--- config.mk ---
export PLATFORM = sky130hd
export DESIGN_NAME = sbram_cache
export DESIGN_NICKNAME = d
export VERILOG_FILES = /design/src/rtl/sbram_pkg.sv /design/src/rtl/sbram_seq.sv /design/src/rtl/sbram_store.sv /design/src/rtl/sbram_cache.sv
export SDC_FILE = /design/constraint.sdc
export NUM_CORES = 1
export LEC_CHECK = 0
export BUFFER_PORTS_ARGS = -buffer_cell sky130_fd_sc_hd__buf_2
export CORE_MARGIN = 1
export CORE_UTILIZATION = 28
export DETAILED_ROUTE_END_ITERATION = 8
export PLACE_DENSITY = 0.45
export SLEW_MARGIN = 25
export SYNTH_ARGS = -nofsm -noshare
export SYNTH_HDL_FRONTEND = slang
export SYNTH_HIERARCHICAL = 1
export SYNTH_SLANG_ARGS = --single-unit
export TNS_END_PERCENT = 20
--- constraint.sdc ---
create_clock -name clk -period 3.5 [get_ports clk]
set_input_delay 0.7 -clock clk [delete_from_list [all_inputs] [get_ports clk]]
set_output_delay 0.7 -clock clk [all_outputs]
set_load 0.005 [all_outputs]
--- src/rtl/sbram_pkg.sv ---
package sbram_pkg;

    // Source of the access performed in the current cycle
    typedef enum logic [1:0] {
        SRC_NONE = 2'd0,
        SRC_CTL  = 2'd1,
        SRC_CPU  = 2'd2,
        SRC_ADV  = 2'd3
    } acc_src_e;

endpackage

--- src/rtl/sbram_seq.sv ---
module sbram_seq
    import sbram_pkg::*;
#(
    parameter int ADDR_W  = 6,
    parameter int BURST_W = 2
) (
    input  logic              clk,
    input  logic              rst_n,
    input  logic              ctl_ld_n,
    input  logic              cpu_ld_n,
    input  logic              cpu_en,
    input  logic              adv_n,
    input  logic              we_n,
    input  logic [ADDR_W-1:0] addr,
    output logic              acc_valid,
    output logic              acc_we,
    output logic [ADDR_W-1:0] acc_addr
);

    localparam int HI_W = ADDR_W - BURST_W;

    typedef struct packed {
        logic               burst_on;
        logic               cpu_pend;
        logic               dir_we;
        logic [HI_W-1:0]    base;
        logic [BURST_W-1:0] cnt;
    } seq_st_t;

    seq_st_t  st_d, st_q;
    acc_src_e src;

    always_comb begin
        st_d      = st_q;
        src       = SRC_NONE;
        acc_valid = 1'b0;
        acc_we    = 1'b0;
        acc_addr  = {st_q.base, st_q.cnt};
        if (st_q.cpu_pend) begin
            src           = SRC_CPU;
            st_d.cpu_pend = 1'b0;
            st_d.burst_on = 1'b1;
        end else if (!ctl_ld_n) begin
            src           = SRC_CTL;
            st_d.base     = addr[ADDR_W-1:BURST_W];
            st_d.cnt      = addr[BURST_W-1:0];
            st_d.dir_we   = !we_n;
            st_d.burst_on = 1'b1;
        end else if (!cpu_ld_n && cpu_en) begin
            st_d.base     = addr[ADDR_W-1:BURST_W];
            st_d.cnt      = addr[BURST_W-1:0];
            st_d.dir_we   = !we_n;
            st_d.cpu_pend = 1'b1;
        end else if (!adv_n && st_q.burst_on) begin
            src      = SRC_ADV;
            st_d.cnt = st_q.cnt + 1'b1;
        end

        case (src)
            SRC_CTL: begin
                acc_valid = 1'b1;
                acc_we    = !we_n;
                acc_addr  = addr;
            end
            SRC_CPU: begin
                acc_valid = 1'b1;
                acc_we    = st_q.dir_we;
                acc_addr  = {st_q.base, st_q.cnt};
            end
            SRC_ADV: begin
                acc_valid = 1'b1;
                acc_we    = st_q.dir_we;
                acc_addr  = {st_q.base, st_d.cnt};
            end
            default: ;
        endcase
    end

    always_ff @(posedge clk or negedge rst_n) begin
        if (!rst_n) st_q <= '0;
        else        st_q <= st_d;
    end

    assert_ctl_wins_R6: assert property (@(posedge clk) disable iff (!rst_n)
        (!ctl_ld_n && !st_q.cpu_pend) |-> (acc_valid && acc_addr == addr && acc_we == !we_n));

    assert_cpu_runs_next_R4: assert property (@(posedge clk) disable iff (!rst_n)
        (!cpu_ld_n && cpu_en && ctl_ld_n && !st_q.cpu_pend)
        |=> (acc_valid && acc_addr == $past(addr) && acc_we == !$past(we_n)));

    assert_cpu_gated_R5: assert property (@(posedge clk) disable iff (!rst_n)
        (!cpu_en && ctl_ld_n && adv_n && !st_q.cpu_pend) |-> !acc_valid);

    assert_adv_stays_in_group_R7: assert property (@(posedge clk) disable iff (!rst_n)
        (!adv_n && ctl_ld_n && (cpu_ld_n || !cpu_en) && !st_q.cpu_pend && st_q.burst_on)
        |-> (acc_addr[ADDR_W-1:BURST_W] == st_q.base));

endmodule

--- src/rtl/sbram_store.sv ---
module sbram_store #(
    parameter int ADDR_W     = 6,
    parameter int DATA_W     = 16,
    parameter bit LATE_WRITE = 1'b0
) (
    input  logic              clk,
    input  logic              rst_n,
    input  logic              acc_valid,
    input  logic              acc_we,
    input  logic [ADDR_W-1:0] acc_addr,
    input  logic [DATA_W-1:0] wdata,
    output logic [DATA_W-1:0] rdata,
    output logic              rvalid
);

    localparam int DEPTH = 1 << ADDR_W;

    typedef struct packed {
        logic              rvalid;
        logic [DATA_W-1:0] rdata;
        logic              lw_v;
        logic [ADDR_W-1:0] lw_a;
    } store_st_t;

    store_st_t st_d, st_q;
    logic [DATA_W-1:0] mem [DEPTH];

    logic              mem_we;
    logic [ADDR_W-1:0] mem_wa;
    logic              bypass;

    generate
        if (LATE_WRITE) begin : g_late
            always_comb begin
                mem_we = st_q.lw_v;
                mem_wa = st_q.lw_a;
            end
        end else begin : g_early
            always_comb begin
                mem_we = acc_valid && acc_we;
                mem_wa = acc_addr;
            end
        end
    endgenerate

    always_comb begin
        st_d        = st_q;
        bypass      = LATE_WRITE && st_q.lw_v && (st_q.lw_a == acc_addr);
        st_d.rvalid = acc_valid && !acc_we;
        st_d.lw_v   = acc_valid && acc_we;
        st_d.lw_a   = acc_addr;
        if (acc_valid && !acc_we)
            st_d.rdata = bypass ? wdata : mem[acc_addr];
    end

    always_ff @(posedge clk) begin
        if (mem_we) mem[mem_wa] <= wdata;
    end

    always_ff @(posedge clk or negedge rst_n) begin
        if (!rst_n) st_q <= '0;
        else        st_q <= st_d;
    end

    assign rdata  = st_q.rdata;
    assign rvalid = st_q.rvalid;

    assert_read_gives_valid_R2: assert property (@(posedge clk) disable iff (!rst_n)
        (acc_valid && !acc_we) |=> rvalid);

    assert_write_no_valid_R11: assert property (@(posedge clk) disable iff (!rst_n)
        (acc_valid && acc_we) |=> !rvalid);

    assert_idle_no_valid_R8: assert property (@(posedge clk) disable iff (!rst_n)
        !acc_valid |=> !rvalid);

endmodule

--- src/rtl/sbram_cache.sv ---
module sbram_cache #(
    parameter int ADDR_W     = 6,
    parameter int DATA_W     = 16,
    parameter int BURST_W    = 2,
    parameter bit LATE_WRITE = 1'b0
) (
    input  logic              clk,
    input  logic              rst_n,
    input  logic              ctl_ld_n,
    input  logic              cpu_ld_n,
    input  logic              cpu_en,
    input  logic              adv_n,
    input  logic              we_n,
    input  logic [ADDR_W-1:0] addr,
    input  logic [DATA_W-1:0] wdata,
    output logic [DATA_W-1:0] rdata,
    output logic              rvalid
);

    logic              acc_valid;
    logic              acc_we;
    logic [ADDR_W-1:0] acc_addr;

    sbram_seq #(.ADDR_W(ADDR_W), .BURST_W(BURST_W)) u_seq (
        .clk      (clk),
        .rst_n    (rst_n),
        .ctl_ld_n (ctl_ld_n),
        .cpu_ld_n (cpu_ld_n),
        .cpu_en   (cpu_en),
        .adv_n    (adv_n),
        .we_n     (we_n),
        .addr     (addr),
        .acc_valid(acc_valid),
        .acc_we   (acc_we),
        .acc_addr (acc_addr)
    );

    sbram_store #(.ADDR_W(ADDR_W), .DATA_W(DATA_W), .LATE_WRITE(LATE_WRITE)) u_store (
        .clk      (clk),
        .rst_n    (rst_n),
        .acc_valid(acc_valid),
        .acc_we   (acc_we),
        .acc_addr (acc_addr),
        .wdata    (wdata),
        .rdata    (rdata),
        .rvalid   (rvalid)
    );

    assert_reset_quiet_R1: assert property (@(posedge clk)
        !rst_n |=> !rvalid);

endmodule

# [After elaboration in Yosys (flattened, before gate mapping)]
# Memory sizes are Yosys's and may differ from the RTL's. A register that Yosys moved wholly into a read port is not among the register bits.
# Index checks and enable logic that the tools add are counted.
[word_totals] ff_bits=10 ram_bits=1024 inputBits=29 out_inout_bits=17 wordCells=43 memories=1
[classes] n_addsub=1 n_eq_ne=5 mux=17 bitwise_logic=1 reduce_logical=12
[memory_table] memory="u_store.mem" words=64 word_bits=16 rd=1 rd_clocked_by_memory_dff=1 write_ports=1 line="sbram_store.sv:26" source="logic [DATA_W-1:0] mem [DEPTH];"
[ops] cell="2-bit two-way mux" count=8
[ops] cell="6-bit case mux with 2 select lines" count=1
[ops] cell="7-bit two-way mux" count=1
[ops] cell="6-bit two-way mux" count=1
[ops] cell="1-bit zero test" count=5
[ops] cell="1-bit two-way mux" count=5
[ops] cell="2-bit equality test (second input constant)" count=2
[ops] cell="1-bit logical AND" count=4
[ops] cell="2-bit by 1-bit inequality test with 1-bit output (second input constant)" count=2
[ops] cell="3-bit OR reduction" count=1
[ops] cell="2-bit by 1-bit adder with 2-bit output (second input constant)" count=1
[ops] cell="2-bit by 1-bit equality test with 1-bit output (second input constant)" count=1
[ops] cell="1-bit case mux with 2 select lines" count=1
[ops] cell="2-bit AND reduction" count=1
[ops] cell="2-bit OR reduction" count=1
[ops] cell="1-bit NOT" count=1

# [Longest topological paths before layout]
[logic_depth] depth_word=12 ltp_mapped=14 depth_no_buf=10

# [Modules after synthesis]
# Netlist, hierarchy kept.
[by_module_without_submodules] mod="sbram_store" n_inst=1 cells_each=2208 area_per_inst_um2=40493.8 seq_area_each_um2=31174.9
[by_module_without_submodules] mod="sbram_seq" n_inst=1 cells_each=52 area_per_inst_um2=561.8 seq_area_each_um2=225.2

# [Least setup slack after synthesis]
# No wires, ideal clock.
[synth_timing] path_kind="input to register" from="input ctl_ld_n" to="memory u_store.mem[32][0], enable pin" setup_time_ns=0.388 arrival_time_ns=3.393 required_ns=3.112 setup_slack_ns=-0.282 path_stages=11 path_buffers=6 path_cell_list="buf_4 > nor2_2 > mux2_1 > buf_6 > buf_6 > buf_4 > buf_4 > buf_2 > nor2_1 > nand2_1 > nor2_1"
[synth_between] elab_cells_between_ends=15 classes_between="eq/ne (3); mux (9); reduce/logical (3)"
[synth_rtl] item="from (decl)" line="sbram_cache.sv:9" source="input logic ctl_ld_n,"
[synth_rtl] item="2-bit two-way mux *" line="sbram_seq.sv:43" source="end else if (!ctl_ld_n) begin"
[synth_rtl] item="2-bit two-way mux *" line="sbram_seq.sv:39" source="if (st_q.cpu_pend) begin"
[synth_rtl] item="2-bit equality test / 2-bit by 1-bit equality test with 1-bit output (equally long branches)" line="sbram_seq.sv:59" source="case (src)"
[synth_rtl] item="6-bit case mux with 2 select lines *" line="sbram_seq.sv:59"
[synth_rtl] item="via acc_addr[2]" line="sbram_cache.sv:22" source="logic [ADDR_W-1:0] acc_addr;"
[synth_rtl] item="to (decl)" line="sbram_store.sv:26"
# The timed path passes the listed nets; every way through them passes the cells marked *.

# [Final worst setup path]
[layout_timing] from="register u_seq/st_q[8] (netlist bit)" to="register, netlist name u_store/rdata[6]"
[layout_between] elab_cells_between_ends=19 classes_between="eq/ne (3); mux (11); reduce/logical (5)"
[layout_rtl] item="from (decl)" line="sbram_seq.sv:30" source="seq_st_t st_d, st_q;"
[layout_rtl] item="from (signal assigned)" line="sbram_seq.sv:81" source="else st_q <= st_d;"
[layout_rtl] item="1-bit logical AND *" line="sbram_seq.sv:54" source="end else if (!adv_n && st_q.burst_on) begin"
[layout_rtl] item="2-bit two-way mux" line="sbram_seq.sv:54"
[layout_rtl] item="2-bit two-way mux" line="sbram_seq.sv:49" source="end else if (!cpu_ld_n && cpu_en) begin"
[layout_rtl] item="2-bit two-way mux" line="sbram_seq.sv:43"
[layout_rtl] item="2-bit two-way mux" line="sbram_seq.sv:39"
[layout_rtl] item="2-bit equality test / 2-bit by 1-bit equality test with 1-bit output (equally long branches)" line="sbram_seq.sv:59"
[layout_rtl] item="6-bit case mux with 2 select lines *" line="sbram_seq.sv:59"
[layout_rtl] item="via acc_addr[1]" line="sbram_cache.sv:22"
# Marked as above.
# A chain may end at the register's enable or synchronous reset.

==> flow_metrics.py <==
metrics = {
    "synthesis": {
        "yosys-top-cells-area": "edfxtp_1 75%, mux2i_1 4.3%, mux4_2 2.7%",
        "synth_commonest_cells": "1024 x edfxtp_1, 177 x mux2i_1, 116 x nor2_1",
        "synthFlopType": "edfxtp_1",
        "yosysTopAreaCellShare": 0.7490,
        "synth-edff-count": 1024,
        "ys_ff_latch": 1050,
        "async_flop_share": 0.02476,
        "synth-seq-area-share": 0.7648,
        "ys_types": 75,
        "syn_area_per_cell_um2": 18.17,
        "synth_top_area_cell": "edfxtp_1",
        "netlist_instances": 2260,
        "yosys_warnings": 6,
        "post-synth-top-count-cell": "edfxtp_1",
        "syn_nets": 2289,
        "syn_area_um2": 41060,
    },
    "detailed_routing": {
        "first_pass_iters": 5,
        "wl_per_cell_um": 30.82,
        "dr.first_iter.drc_count": 2632,
        "via_per_inst": 5.170,
        "drcViolationCount": 0,
        "ant_nets": 0,
        "drt-total-wl_um": 146800,
        "vias": 24630,
    },
    "cells_and_area": {
        "final_cells": 4763,
        "synthToLayoutAreaGrowth_pct": 26.48,
        "regArea_um2": 31400,
        "multi_input_area_um2": 9080,
        "layout-drive-gt1-share": 0.3277,
        "fillers": 13650,
        "nets": 2774,
        "fin_util": 0.3567,
    },
    "worst_setup_path": {
        "path_class": "flop to flop",
        "critPathBufInv": 6,
        "rr_worst_depth": 16,
        "critPathMaxFanout": 8,
        "worst_ep_arrival_time_ns": 4.05,
        "r2r_slack_ns": 0.0002,
        "max_stage_delay_ns": 0.41,
        "slowest_stage": "a211oi_2",
        "critPathTopFamily": "buffers and inverters",
        "crit_chain": "nor2b_4, nand3_1, or3_4, nand3_4, buf_12, buf_12, buf_4, nor2b_4, buf_4, buf_4, a22o_1, a22oi_2, buf_4, o2bb2ai_1, a211oi_2, a41oi_1",
        "worst_r2r_endpoint": "u_store/rdata[6]",
        "cp-startpoint": "u_seq/st_q[8]",
        "endpoint_kind": "flop",
        "worstSetupEndpoint": "u_store/rdata[6]",
        "crit_cells": 16,
        "cp-start-kind": "flop",
        "timing.rr.start": "u_seq/st_q[8]",
        "cpMostUsedCell": "buf_4",
        "worstPathRequired_ns": 4.05,
    },
    "global_routing": {
        "grt_max_degree": 65,
        "grt_pass1_vias": 24600,
        "grt_usage": 0.1957,
        "grt-ovfl-total": 0,
        "grt_pass1_wl_um": 201800,
        "antenna_found_initial": 10,
    },
    "clocking": {
        "clkSinkCount": 1050,
        "clock_latency_ns": 0.72,
        "ctsHtreeMaxLevel": 3,
        "cts_tree": "yes",
        "cts_buffers": 113,
        "holdBufCountCts": 0,
        "clk_pin_slew_ns": 0.06,
        "cts.path.max_buffers": 3,
        "root_buffer": "clkbuf_16",
    },
    "timing": {
        "setup_tns_ns": 0,
        "fmax_mhz": 285.7,
        "clock_skew_ns": 0.03275,
        "relSlewSlack": 0.3144,
        "maxSlewViolCount": 0,
        "tightest_slew_ns": 1.028,
        "finalHoldViolCount": 0,
        "rsz0062_at_grt": "yes",
        "timing.hold.ws_ns": 0.09994,
        "finalCriticalPeriod_ns": 3.500,
        "finalSetupViolCount": 0,
        "period_share": 1.000,
    },
    "pwr": {
        "seq_power_share": 0.453,
        "cellPowerDensity_nw_per_um2": 601.5,
        "combPwrFrac": 0.158,
        "ir_worst_vdd_v": 0.0004122,
        "p_sw_frac": 0.2621,
        "clkPwrFrac": 0.389,
        "switching_power_mw": 8.188,
        "p_leak_nw": 17.35,
        "p_int_mw": 23.05,
    },
    "min_path": {
        "holdCritPathClass": "primary input to async pin",
    },
    "die": {
        "io_pins": 46,
        "die_area_um2": 148200,
        "core.rowCount": 140,
        "floorplan.initialDensity": 0.2820,
        "core-area_um2": 145600,
        "die_x_um": 384.9,
        "fp.dieH_um": 384.9,
    },
    "placed_design": {
        "gp_congestion": 0.9021,
        "hpwl_um": 98830,
        "port_buffers": 45,
        "dp_cells": 4538,
    },
    "flow_run": {
        "maxCapViolations": 0,
    },
    "outcome": {
        "status": "finished, final reports clean",
    },
}
stage by stage:
step | cell area, µm² | setup WS [ns] | power (mW)
2_1_floorplan | 41140 | -0.1934 | 16.29
3_3_place_gp | 47750 | -0.8244 | 19.14
3_5_place_dp | 47760 | -0.8580 | 19.15
4_1_cts | 51660 | -0.08029 | 31.30
5_1_grt | 51920 | -0.02460 | 32.06
6_report | 51930 | 0.0001634 | 31.23
flip-flops by register name (all words and copies together), names as in the netlist:
signal / count
u_store/rdata: 16
u_seq/st_q: 9
u_store/mem: 1024
u_store/rvalid: 1
layout make-up:
cell class | instances | area share
timing repair buffer | 516 | 0.1010
sequential | 1050 | 0.6047
multi-input combinational | 1059 | 0.1749
clock buffer | 147 | 0.05908
antenna | 2 | 0.00009638
tap | 1917 | 0.04619
inverter | 5 | 0.0004096
clock inverter | 67 | 0.01371
timing repair:
| action | 4_1_cts | 5_1_grt |
|---|---|---|
| pin swaps | 4 | 11 |
| endpoints found under the setup margin | 12 | 16 |
| resized for setup | 26 | 39 |
| buffers inserted | 1 | 6 |
| gates cloned | 0 | 2 |
power groups by stage:
stage | clock (mW) | combinational (mW) | sequential [mW]
floorplan | 0 | 2.02 | 14.3
global placement | 0 | 4.74 | 14.4
detailed placement | 0 | 4.75 | 14.4
CTS | 12.4 | 4.81 | 14.1
global route | 12.8 | 5.11 | 14.2
finish | 12.1 | 4.94 | 14.2
layout by cell type, fill, tap and decap left out, types with 26 or more instances in the layout:
| cell | netlist | layout |
|---|---|---|
| edfxtp_1 | 1024 | 1024 |
| buf_4 | 26 | 353 |
| mux2i_1 | 177 | 174 |
| clkbuf_16 | 0 | 117 |
| buf_12 | 2 | 111 |
| a22oi_1 | 92 | 90 |
| a221oi_1 | 93 | 86 |
| mux2_2 | 77 | 77 |
| nor2_1 | 116 | 71 |
| a21oi_1 | 64 | 58 |
| nand2_1 | 57 | 55 |
| o22ai_1 | 58 | 55 |
| mux4_2 | 50 | 50 |
| nor2_2 | 4 | 45 |
| buf_2 | 46 | 42 |
| o21ai_0 | 50 | 39 |
| nand3_1 | 27 | 26 |
routing by layer:
layer	routed length, µm	track usage	vias up	part of all wire
met5	26	0	-	0.00018
met1	65390	0.2765	13120	0.45
li1	-	-	10300	-
met4	3579	0.04593	4	0.024
met3	9835	0.03353	193	0.067
met2	67950	0.3126	1004	0.46
worst register-to-register path: stages, from the launching register on:
cell       delay [ns]
dfrtp_1          0.35
nor2b_4          0.23
nand3_1          0.14
or3_4            0.40
nand3_4          0.10
buf_12           0.14
buf_12           0.12
buf_4            0.19
nor2b_4          0.11
buf_4            0.22
buf_4            0.19
a22o_1           0.19
a22oi_2          0.14
buf_4            0.16
o2bb2ai_1        0.07
a211oi_2         0.41
a41oi_1          0.18
logic make-up (layout without fill, tap and decap cells):
| group | after synthesis | count (layout) | share of synthesized area |
|---|---|---|---|
| AOI/OAI and AO/OA | 481 | 481 | 0.08640 |
| buffers and inverters | 151 | 735 | 0.02401 |
| DFF | 1050 | 1050 | 0.7648 |
| muxes | 320 | 320 | 0.09609 |
| other | 0 | 2 | 0 |
| and+or+nand+nor | 258 | 258 | 0.02868 |
worst min-delay path by stage:
stage / from / endpoint / slack (ns) / cells past startpoint
after floorplan: rst_n / u_seq/st_q[0] / 0.40 / 0
after CTS: rst_n / u_seq/st_q[6] / 0.08 / 1
final: rst_n / u_seq/st_q[6] / 0.1 / 1
after detailed placement: u_seq/st_q[8] / u_seq/st_q[8] / 0.46 / 1
after global placement: u_seq/st_q[8] / u_seq/st_q[8] / 0.46 / 1
after global routing: rst_n / u_seq/st_q[6] / 0.11 / 1
Power figures use the tool's default switching activity.
